`src/rtl/clkcfg_pkg.sv`:
```
package clkcfg_pkg;
  typedef enum logic [2:0] {
    ST_IDLE,
    ST_RX,
    ST_ACK,
    ST_TX,
    ST_MACK,
    ST_RDNXT
  } link_state_e;
endpackage

```
`src/rtl/clkcfg_bus_sampler.sv`:
```
module clkcfg_bus_sampler #(
  parameter int unsigned SYNC_STAGES = 2
) (
  input  logic clk_i,
  input  logic rst_ni,
  input  logic scl_i,
  input  logic sda_i,
  output logic scl_o,
  output logic sda_o,
  output logic scl_rise_o,
  output logic scl_fall_o,
  output logic start_o,
  output logic stop_o
);
  logic [SYNC_STAGES-1:0] scl_ff, sda_ff;
  logic scl_d, sda_d;

  always_ff @(posedge clk_i or negedge rst_ni) begin
    if (!rst_ni) begin
      scl_ff <= '1;
      sda_ff <= '1;
      scl_d  <= 1'b1;
      sda_d  <= 1'b1;
    end else begin
      scl_ff <= {scl_ff[SYNC_STAGES-2:0], scl_i};
      sda_ff <= {sda_ff[SYNC_STAGES-2:0], sda_i};
      scl_d  <= scl_o;
      sda_d  <= sda_o;
    end
  end

  assign scl_o      = scl_ff[SYNC_STAGES-1];
  assign sda_o      = sda_ff[SYNC_STAGES-1];
  assign scl_rise_o = scl_o & ~scl_d;
  assign scl_fall_o = ~scl_o & scl_d;
  // bus conditions: SDA edge while SCL held high
  assign start_o    = scl_o & scl_d & sda_d & ~sda_o;
  assign stop_o     = scl_o & scl_d & ~sda_d & sda_o;

  p_cond_scl_high_r9 : assert property (@(posedge clk_i) disable iff (!rst_ni)
    (start_o || stop_o) |-> $past(scl_o))
    else $error("bus condition seen without SCL high");
endmodule

```
`src/rtl/clkcfg_regfile.sv`:
```
module clkcfg_regfile #(
  parameter int unsigned          NUM_REGS  = 6,
  parameter int unsigned          IDX_W     = 4,
  parameter logic [8*NUM_REGS-1:0] DEFAULTS = '0,
  parameter logic [7:0]           FILL_BYTE = 8'hFF
) (
  input  logic                  clk_i,
  input  logic                  rst_ni,
  input  logic                  wr_en_i,
  input  logic [IDX_W-1:0]      wr_idx_i,
  input  logic [7:0]            wr_data_i,
  input  logic [IDX_W-1:0]      rd_idx_i,
  output logic [7:0]            rd_data_o,
  output logic [8*NUM_REGS-1:0] cfg_o
);
  logic [7:0] regs_q [NUM_REGS];

  for (genvar g = 0; g < NUM_REGS; g++) begin : g_reg
    always_ff @(posedge clk_i or negedge rst_ni) begin
      if (!rst_ni)                                   regs_q[g] <= DEFAULTS[8*g +: 8];
      else if (wr_en_i && wr_idx_i == IDX_W'(g))     regs_q[g] <= wr_data_i;
    end
    assign cfg_o[8*g +: 8] = regs_q[g];
  end

  // out-of-range read index returns the fill byte
  always_comb begin
    rd_data_o = FILL_BYTE;
    for (int i = 0; i < NUM_REGS; i++)
      if (rd_idx_i == IDX_W'(i)) rd_data_o = regs_q[i];
  end

  p_hold_without_write_r4 : assert property (@(posedge clk_i) disable iff (!rst_ni)
    !wr_en_i |=> $stable(cfg_o))
    else $error("register changed without a write strobe");
endmodule

```
`src/rtl/clkcfg_link.sv`:
```
module clkcfg_link
  import clkcfg_pkg::*;
#(
  parameter int unsigned NUM_REGS = 6,
  parameter logic [6:0]  DEV_ADDR = 7'h69,
  parameter int unsigned PTR_W    = 4
) (
  input  logic             clk_i,
  input  logic             rst_ni,
  input  logic             sda_i,
  input  logic             scl_rise_i,
  input  logic             scl_fall_i,
  input  logic             start_i,
  input  logic             stop_i,
  input  logic [7:0]       rd_data_i,
  output logic [PTR_W-1:0] rd_idx_o,
  output logic             wr_en_o,
  output logic [PTR_W-1:0] wr_idx_o,
  output logic [7:0]       wr_data_o,
  output logic             sda_oe_o
);
  localparam logic [PTR_W-1:0] PTR_MAX    = PTR_W'(NUM_REGS + 2);
  localparam logic [PTR_W-1:0] DATA_FIRST = PTR_W'(2);
  localparam logic [7:0]       COUNT_BYTE = 8'(NUM_REGS);

  link_state_e      state_q;
  logic [3:0]       bit_cnt_q;
  logic [7:0]       shreg_q, tx_q, tx_byte;
  logic [PTR_W-1:0] ptr_q, ptr_inc;
  logic             addr_phase_q, rd_mode_q, sda_oe_q;
  logic             wr_en_q;
  logic [PTR_W-1:0] wr_idx_q;
  logic [7:0]       wr_data_q;

  assign ptr_inc  = (ptr_q == PTR_MAX) ? ptr_q : ptr_q + 1'b1;
  assign rd_idx_o = ptr_q - 1'b1;
  assign tx_byte  = (ptr_q == '0) ? COUNT_BYTE : rd_data_i;

  always_ff @(posedge clk_i or negedge rst_ni) begin
    if (!rst_ni) begin
      state_q      <= ST_IDLE;
      bit_cnt_q    <= '0;
      shreg_q      <= '0;
      tx_q         <= '0;
      ptr_q        <= '0;
      addr_phase_q <= 1'b0;
      rd_mode_q    <= 1'b0;
      sda_oe_q     <= 1'b0;
      wr_en_q      <= 1'b0;
      wr_idx_q     <= '0;
      wr_data_q    <= '0;
    end else begin
      wr_en_q <= 1'b0;
      if (start_i) begin
        state_q      <= ST_RX;
        bit_cnt_q    <= '0;
        addr_phase_q <= 1'b1;
        rd_mode_q    <= 1'b0;
        sda_oe_q     <= 1'b0;
      end else if (stop_i) begin
        state_q  <= ST_IDLE;
        sda_oe_q <= 1'b0;
      end else begin
        unique case (state_q)
          ST_RX: begin
            if (scl_rise_i && bit_cnt_q != 4'd8) begin
              shreg_q   <= {shreg_q[6:0], sda_i};
              bit_cnt_q <= bit_cnt_q + 1'b1;
            end else if (scl_fall_i && bit_cnt_q == 4'd8) begin
              if (addr_phase_q) begin
                if (shreg_q[7:1] == DEV_ADDR) begin
                  addr_phase_q <= 1'b0;
                  rd_mode_q    <= shreg_q[0];
                  ptr_q        <= '0;
                  sda_oe_q     <= 1'b1;
                  state_q      <= ST_ACK;
                end else begin
                  state_q <= ST_IDLE;
                end
              end else begin
                // header bytes and overrun bytes are acked but not stored
                if (ptr_q >= DATA_FIRST && ptr_q < PTR_MAX) begin
                  wr_en_q   <= 1'b1;
                  wr_idx_q  <= ptr_q - DATA_FIRST;
                  wr_data_q <= shreg_q;
                end
                ptr_q    <= ptr_inc;
                sda_oe_q <= 1'b1;
                state_q  <= ST_ACK;
              end
            end
          end
          ST_ACK: begin
            if (scl_fall_i) begin
              if (rd_mode_q) begin
                tx_q      <= tx_byte;
                sda_oe_q  <= ~tx_byte[7];
                bit_cnt_q <= 4'd1;
                state_q   <= ST_TX;
              end else begin
                sda_oe_q  <= 1'b0;
                bit_cnt_q <= '0;
                state_q   <= ST_RX;
              end
            end
          end
          ST_TX: begin
            if (scl_fall_i) begin
              if (bit_cnt_q == 4'd8) begin
                sda_oe_q <= 1'b0;
                state_q  <= ST_MACK;
              end else begin
                sda_oe_q  <= ~tx_q[6];
                tx_q      <= {tx_q[6:0], 1'b0};
                bit_cnt_q <= bit_cnt_q + 1'b1;
              end
            end
          end
          ST_MACK: begin
            if (scl_rise_i) begin
              if (!sda_i) begin
                ptr_q   <= ptr_inc;
                state_q <= ST_RDNXT;
              end else begin
                state_q <= ST_IDLE;
              end
            end
          end
          ST_RDNXT: begin
            if (scl_fall_i) begin
              tx_q      <= tx_byte;
              sda_oe_q  <= ~tx_byte[7];
              bit_cnt_q <= 4'd1;
              state_q   <= ST_TX;
            end
          end
          default: state_q <= ST_IDLE;
        endcase
      end
    end
  end

  assign sda_oe_o  = sda_oe_q;
  assign wr_en_o   = wr_en_q;
  assign wr_idx_o  = wr_idx_q;
  assign wr_data_o = wr_data_q;

  p_drive_on_fall_r10 : assert property (@(posedge clk_i) disable iff (!rst_ni)
    !$stable(sda_oe_q) |-> $past(scl_fall_i || start_i || stop_i))
    else $error("SDA drive changed outside an SCL low phase");

  p_ack_slot_low_r3 : assert property (@(posedge clk_i) disable iff (!rst_ni)
    state_q == ST_ACK |-> sda_oe_q)
    else $error("ack slot without SDA pulled low");

  p_store_only_write_r2 : assert property (@(posedge clk_i) disable iff (!rst_ni)
    wr_en_q |-> (!rd_mode_q && $past(ptr_q) >= DATA_FIRST))
    else $error("register store outside the data phase of a write");

  p_nack_releases_r7 : assert property (@(posedge clk_i) disable iff (!rst_ni)
    (state_q == ST_MACK && scl_rise_i && sda_i && !start_i && !stop_i)
      |=> (state_q == ST_IDLE && !sda_oe_q))
    else $error("host NACK did not end the read");
endmodule

```
`src/rtl/clkcfg_i2c_slave.sv`:
```
module clkcfg_i2c_slave #(
  parameter int unsigned           NUM_REGS    = 6,
  parameter logic [6:0]            DEV_ADDR    = 7'h69,
  parameter logic [8*NUM_REGS-1:0] DEFAULTS    = 48'hFFFF_FFFF_FF00,
  parameter logic [7:0]            FILL_BYTE   = 8'hFF,
  parameter int unsigned           SYNC_STAGES = 2
) (
  input  logic                  clk_i,
  input  logic                  rst_ni,
  input  logic                  scl_i,
  input  logic                  sda_i,
  output logic                  sda_oe_o,
  output logic [8*NUM_REGS-1:0] cfg_o
);
  localparam int unsigned PTR_W = $clog2(NUM_REGS + 3);

  logic scl_s, sda_s, scl_rise, scl_fall, start_c, stop_c;
  logic wr_en;
  logic [PTR_W-1:0] wr_idx, rd_idx;
  logic [7:0] wr_data, rd_data;

  clkcfg_bus_sampler #(.SYNC_STAGES(SYNC_STAGES)) u_sampler (
    .clk_i, .rst_ni, .scl_i, .sda_i,
    .scl_o(scl_s), .sda_o(sda_s),
    .scl_rise_o(scl_rise), .scl_fall_o(scl_fall),
    .start_o(start_c), .stop_o(stop_c)
  );

  clkcfg_link #(.NUM_REGS(NUM_REGS), .DEV_ADDR(DEV_ADDR), .PTR_W(PTR_W)) u_link (
    .clk_i, .rst_ni,
    .sda_i(sda_s), .scl_rise_i(scl_rise), .scl_fall_i(scl_fall),
    .start_i(start_c), .stop_i(stop_c),
    .rd_data_i(rd_data), .rd_idx_o(rd_idx),
    .wr_en_o(wr_en), .wr_idx_o(wr_idx), .wr_data_o(wr_data),
    .sda_oe_o
  );

  clkcfg_regfile #(
    .NUM_REGS(NUM_REGS), .IDX_W(PTR_W), .DEFAULTS(DEFAULTS), .FILL_BYTE(FILL_BYTE)
  ) u_regs (
    .clk_i, .rst_ni,
    .wr_en_i(wr_en), .wr_idx_i(wr_idx), .wr_data_i(wr_data),
    .rd_idx_i(rd_idx), .rd_data_o(rd_data), .cfg_o
  );

  logic unused_scl;
  assign unused_scl = scl_s;
endmodule

```
`config.mk`:
```
export PLATFORM = sky130hd
export DESIGN_NAME = clkcfg_i2c_slave
export DESIGN_NICKNAME = d
export VERILOG_FILES = /design/src/rtl/clkcfg_pkg.sv /design/src/rtl/clkcfg_bus_sampler.sv /design/src/rtl/clkcfg_regfile.sv /design/src/rtl/clkcfg_link.sv /design/src/rtl/clkcfg_i2c_slave.sv
export SDC_FILE = /design/constraint.sdc
export NUM_CORES = 1
export LEC_CHECK = 0
export BUFFER_PORTS_ARGS = -buffer_cell sky130_fd_sc_hd__buf_2
export CORE_MARGIN = 10
export CORE_UTILIZATION = 53
export DETAILED_ROUTE_END_ITERATION = 8
export PLACE_DENSITY = 0.78
export SLEW_MARGIN = 20
export SYNTH_ARGS = -nofsm -noshare
export SYNTH_HDL_FRONTEND = slang
export SYNTH_SLANG_ARGS = --single-unit
```
`constraint.sdc`:
```
create_clock -name clk_i -period 2.3 [get_ports clk_i]
set_clock_uncertainty 0.1 [all_clocks]
set_input_delay 0.23 -clock clk_i [delete_from_list [all_inputs] [get_ports clk_i]]
set_output_delay 0.23 -clock clk_i [all_outputs]
set_load 0.02 [all_outputs]
```
# Word level (Yosys, flattened, before mapping)
# Index checks and enable logic that the tools add are counted.
[classes]
addsub = 4
n_lt_le_gt_ge = 2
eq_ne = 44
mux = 77
bitwise_logic = 17
reduce_logical = 29
[ops]
columns = ["op", "n"]
rows = [
  ["$mux W4", 14],
  ["$mux W8", 7],
  ["$mux W7", 5],
  ["$mux W1", 33],
  ["$mux W3", 10],
  ["$reduce_and A7 Y1", 4],
  ["$ne A4 B3 Y1 const B", 6],
  ["$pmux W7 S3", 1],
  ["$eq A4 B2 Y1 const B", 4],
  ["$eq A4 B3 Y1 const B", 4],
  ["$pmux W4 S4", 1],
  ["$reduce_and A8 Y1", 2],
  ["$pmux W3 S5", 1],
  ["$logic_not A4 Y1", 3],
  ["$ne A2 B1 Y1 const B", 6],
  ["$ne A3 B2 Y1 const B", 4],
  ["$ne A2 B2 Y1 const B", 5],
  ["$not A1 Y1", 10],
  ["$reduce_bool A2 Y1", 5],
  ["$logic_and A1 B1 Y1", 9],
  ["$add A4 B1 Y4 const B", 2],
  ["$eq A4 B1 Y1 const B", 2],
  ["$eq A4 B4 Y1 const B", 2],
  ["$ne A4 B4 Y1 const B", 2],
  ["other kinds (19)", 31],
]
[totals]
register_bits = 96
in_bits = 4
output_inout_bits = 49
wordCells = 194

# Depth between registers and ports, before layout
[depth]
ltp_word = 15
ltp_mapped = 10
mapped_depth_nobuf = 7

# Hierarchy
# A second synthesis with hierarchy kept.
[hier_totals]
cells_unflattened = 403
hier_area_um2 = 5054.8
[by_module_without_submodules]
columns = ["mod", "n_inst", "cells_per_inst", "area_each_um2"]
rows = [
  ["clkcfg_link", 1, 231, 2534.9],
  ["clkcfg_regfile", 1, 162, 2329.7],
  ["clkcfg_bus_sampler", 1, 10, 190.2],
]

# Worst setup path before layout
# OpenSTA, ideal clock, no wires.
[synth_timing]
path_type = "register to register"
from = "register u_link.ptr_q[2]"
to = "register u_link.tx_q[5]"
setup_time_ns = 0.065
arrival_time_ns = 2.282
required_time_ns = 2.135
slack_ns = -0.147
path_stages_with_launch = 11
synth_period_minus_slack_ns = 2.447
cell_sequence = "dfrtp_1 > buf_2 > inv_1 > clkbuf_1 > ha_1 > a21boi_1 > xor2_1 > buf_4 > nor3_1 > o311ai_0 > o21a_1"
[synth_via]
elab_chain_cells = 12
word_cells_on_any_way = 19
cone_classes = "add/sub (1); eq/ne (5); mux (11); reduce/logical (2)"
[synth_rtl]
columns = ["element", "line_no", "rtl"]
rows = [
  ["from (decl)", "clkcfg_link.sv:29", "logic [PTR_W-1:0] ptr_q, ptr_inc;"],
  ["from (signal assigned)", "clkcfg_link.sv:87", "ptr_q <= ptr_inc;"],
  ["from (signal assigned)", "clkcfg_link.sv:122", "ptr_q <= ptr_inc;"],
  ["$sub A4 B1 Y4", "clkcfg_link.sv:36", "assign rd_idx_o = ptr_q - 1'b1;"],
  ["$logic_not A4 Y1", "clkcfg_regfile.sv:30", "if (rd_idx_i == IDX_W'(i)) rd_data_o = regs_q[i];"],
  ["$mux W8 (6 in a row)", "clkcfg_regfile.sv:30", ""],
  ["$mux W8 (*)", "clkcfg_link.sv:37", "assign tx_byte = (ptr_q == '0) ? COUNT_BYTE : rd_data_i;"],
  ["$mux W7", "clkcfg_link.sv:95", "if (rd_mode_q) begin"],
  ["$mux W7", "clkcfg_link.sv:94", "if (scl_fall_i) begin"],
  ["$pmux W7 S3 (*)", "clkcfg_link.sv:64", "unique case (state_q)"],
  ["to (signal assigned)", "clkcfg_link.sv:96", "tx_q <= tx_byte;"],
  ["to (signal assigned)", "clkcfg_link.sv:114", "tx_q <= {tx_q[6:0], 1'b0};"],
  ["to (signal assigned)", "clkcfg_link.sv:131", "tx_q <= tx_byte;"],
  ["to (decl)", "clkcfg_link.sv:28", "logic [7:0] shreg_q, tx_q, tx_byte;"],
]
# Mark *: on every way between the ends. The rest lies on a longest branch, timed or not. The select of a mux whose other input is x is not followed.
# A chain may end at the register's enable or synchronous reset.

# Final worst setup path
[layout_timing]
from = "register u_link.ptr_q[1]"
to = "register u_link.sda_oe_q, in the netlist u_link.sda_oe_o"
[layout_via]
elab_chain_cells = 15
word_cells_on_any_way = 22
cone_classes = "add/sub (1); eq/ne (5); mux (13); bitwise (1); reduce/logical (2)"
[layout_rtl]
columns = ["element", "line_no", "rtl"]
rows = [
  ["$sub A4 B1 Y4", "clkcfg_link.sv:36", ""],
  ["$logic_not A4 Y1", "clkcfg_regfile.sv:30", ""],
  ["$mux W8 (6 in a row)", "clkcfg_regfile.sv:30", ""],
  ["$mux W8 (*)", "clkcfg_link.sv:37", ""],
  ["$not A1 Y1 (*)", "clkcfg_link.sv:97, clkcfg_link.sv:132", ""],
  ["$mux W1", "clkcfg_link.sv:95", ""],
  ["$mux W1", "clkcfg_link.sv:94", ""],
  ["$pmux W1 S4 (*)", "clkcfg_link.sv:64", ""],
  ["$mux W1 (*)", "clkcfg_link.sv:60", "end else if (stop_i) begin"],
  ["$mux W1 (*)", "clkcfg_link.sv:54", "if (start_i) begin"],
  ["to (signal assigned)", "clkcfg_link.sv:97", "sda_oe_q <= ~tx_byte[7];"],
  ["to (signal assigned)", "clkcfg_link.sv:113", "sda_oe_q <= ~tx_q[6];"],
  ["to (signal assigned)", "clkcfg_link.sv:132", "sda_oe_q <= ~tx_byte[7];"],
  ["to (decl)", "clkcfg_link.sv:30", "logic addr_phase_q, rd_mode_q, sda_oe_q;"],
]
# Marked as above.

==> flow_metrics.tcl <==
set metrics [dict create \
    synth.area.top_cells "dfrtp_1, dfstp_2, mux2_2, ha_1, o21ai_0" \
    row_count 35 \
    fin_crit_sh_pct 98.4 \
    min_period_ps 2260 \
    min_path_type "reg -> reg" \
    timing.slew.headroom_pct 57.9 \
    critPathBufInv 2 \
    rsz0062_at_grt "true" \
    hpwl_microns 9260 \
    first_iter_violations 323 \
    yosysSeqAreaShare_pct 47.6 \
    num_io_pins 53 \
    final_cell_area_sq_mm 0.00593 \
    cellPowerDensity_mw_per_mm2 679 \
    grtUsageTotal_pct 17.7 \
    place_congestion 0.950 \
    drt-total-wl_microns 12800 \
    pwr-share-comb_pct 28.1 \
    synth.distinct_cells 69 \
    net-switching-power_mw 1.36 \
    synth_top_area_share_pct 24.2 \
    cts_buffers 9 \
    grt_max_degree 49 \
    portBuffers 52 \
    crit_slowest_cell "dfrtp_1" \
    antenna_left 0 \
    synth_edf_count 0 \
    avgSynthCellArea_sq_um 11.3 \
    cp_cell_sequence "inv_1 -> buf_4 -> ha_1 -> nand2_2 -> a2bb2oi_1 -> a221oi_1 -> o21ai_0 -> a21oi_1" \
    core_sq_mm 0.00937 \
    critPathKind "reg -> reg" \
    placed_cell_area_sq_mm 0.00565 \
    cts_buffer_depth 2 \
    critPathMaxFanout 7 \
    seq_power_share_pct 45.2 \
    syn_inst 456 \
    final_max_slew_viol_count 0 \
    p_int_mw 2.67 \
    syn_nets 470 \
    cap_viol_max_count 0 \
    dieHeight_microns 119 \
    clockRootBuffer "clkbuf_8" \
    worstPathRequired_ps 2490 \
    crit_path_start_kind "flop" \
    grt_overflow_total 0 \
    worst_ir_drop_vdd_uv 375 \
    cts_tree "yes" \
    clkPwrFrac_pct 26.7 \
    worst_slew_pin_slew_ps 627 \
    synthTopCellsByCount "mux2_2, dfrtp_1, dfstp_2" \
    cts_sinks 96 \
    hold_viol_final 0 \
    ys_async_sr_fraction_pct 100 \
    htreeDepth 3 \
    setup_ws_ps 37.0 \
    clk_pin_slew_ps 100 \
    synth_most_common_cell "mux2_2" \
    fmax_ghz 0.442 \
    layout.nets 536 \
    initial_core_util_pct 55.1 \
    yosys_warnings 0 \
    dp_slack_ps -54.0 \
    diodes 0 \
    drive_above_1_share_pct 43.3 \
    ys_seq_elements 96 \
    finalHoldWorstSlack_ps 262 \
    ys.flop_type "dfrtp_1" \
    swShare_pct 33.7 \
    wl_per_cell_microns 19.6 \
    syn_area_sq_mm 0.00516 \
    outcome "completed" \
    dr.pass1.iters 5 \
    grt_pass1_vias 3948 \
    die_w_microns 119 \
    grt_pass1_wl_microns 20600 \
    dieArea_sq_mm 0.0141 \
    syn_to_final_growth_pct 14.8 \
    clk-insertion-delay-late_ps 370 \
    path_delay_family "compound AO/OA/AOI/OAI gates" \
    drc_errors 0 \
    cp_data_arrival_time_ps 2450 \
    routed-via-count 3987 \
    p_leak_nw 2.72 \
    worst_setup_path_end_kind "flop" \
    antenna_found_initial 0 \
    vias_per_cell 6.08 \
    setup_viol 0 \
    synth_top_cell_by_area "dfrtp_1" \
    critPathMaxStageDelay_ps 420 \
]
[power by group through the flow]
stage,Sequential (mW),Clock [mW],Combinational [mW]
3_3_place_gp,1.85,0,1.00
4_1_cts,1.82,1.09,1.07
6_report,1.82,1.07,1.13
2_1_floorplan,1.84,0,0.730
5_1_grt,1.83,1.16,1.24
3_5_place_dp,1.85,0,1.03
[metrics by stage]
step | cells | TNS [ps] | utilization, % | total power [mW]
after floorplan | 456 | 0 | - | 2.57
after global placement | 635 | 0 | 60.3 | 2.85
after detailed placement | 635 | -54.0 | 60.3 | 2.88
after CTS | 656 | 0 | 62.8 | 3.97
after global routing | 656 | -133 | 63.2 | 4.23
final | 656 | 0 | 63.2 | 4.02
[final cells by class]
cell class              count  area, sq um
clock buffers              10          138
clock inverters             6         48.8
well taps                 129          161
repair buffers             81          517
multi-input cells         318         2540
inverters                  16         60.1
fillers                   760         3450
flip-flops and latches     96         2460
[final timing paths]
check / from / slack, ps / cells past startpoint / endpoint
worst max-delay path: u_link.ptr_q[1]$_DFFE_PN0P_ / 40 / 8 / u_link.sda_oe_o$_DFFE_PN0P_
worst min-delay path: u_sampler.scl_ff[0]$_DFF_PN1_ / 260 / 0 / u_sampler.scl_ff[1]$_DFF_PN1_
worst max register to register: u_link.ptr_q[1]$_DFFE_PN0P_ / 40 / 8 / u_link.sda_oe_o$_DFFE_PN0P_
worst min register to register: u_sampler.scl_ff[0]$_DFF_PN1_ / 260 / 0 / u_sampler.scl_ff[1]$_DFF_PN1_
max in group asynchronous: rst_ni / 1020 / 3 / u_regs.cfg_o[38]$_DFFE_PN1P_
min in group asynchronous: rst_ni / 330 / 2 / u_link.bit_cnt_q[3]$_DFFE_PN0P_
[worst reg2reg max path, cell delays in order, from the launching register on]
cell	delay, ps
dfrtp_1	420
inv_1	130
buf_4	150
ha_1	330
nand2_2	170
a2bb2oi_1	160
a221oi_1	390
o21ai_0	170
a21oi_1	160
[layout by cell type (no fill, tap or decap), drive strengths merged, types with 8 or more instances in the layout]
cell | Yosys | routed
o21a | 8 | 8
clkbuf | 14 | 10
inv | 16 | 19
ha | 10 | 10
nor3 | 8 | 8
dfstp | 46 | 46
nor3b | 13 | 13
a21oi | 23 | 23
nor2b | 14 | 14
nor2 | 18 | 18
mux2 | 66 | 66
o31ai | 8 | 8
buf | 12 | 78
nand2 | 24 | 24
o21ai | 28 | 28
dfrtp | 50 | 50
[layer usage]
metal,vias to the layer above,share of wire [%],GRT usage [%]
met2,113,48,28.6
met3,24,5.1,3.57
met5,-,0,0
met4,0,2.0,6.11
li1,1820,-,-
met1,2030,45,23.2
[state kept, by name, indices dropped and copies added, names as in the netlist, 2 cells and up]
register,cells
u_link.wr_idx_o,4
u_sampler.scl_ff,2
u_link.tx_q,7
u_link.shreg_q,8
u_regs.cfg_o,48
u_link.ptr_q,4
u_link.wr_data_o,8
u_sampler.sda_ff,2
u_link.state_q,3
u_link.bit_cnt_q,4
[kinds of logic after synthesis]
logic type / Yosys count / share of synthesized area [%]
AOI/OAI and AO/OA: 117 / 15.4
xor gates and xnor gates: 3 / 0.509
and+or+nand+nor: 119 / 14.7
buffers and inverters: 42 / 3.83
adders and majority gates: 10 / 2.42
DFF: 96 / 47.6
muxes: 69 / 15.6
[timing repair]
item | CTS | global route
pin swaps | 0 | 2
setup buffers | 2 | 0
endpoints found under the setup margin | 2 | 8
endpoints found under the hold margin | 27 | 0
resized for setup | 1 | 13
hold buffers | 3 | 0
Note: power is estimated with default switching activity, not from simulation.
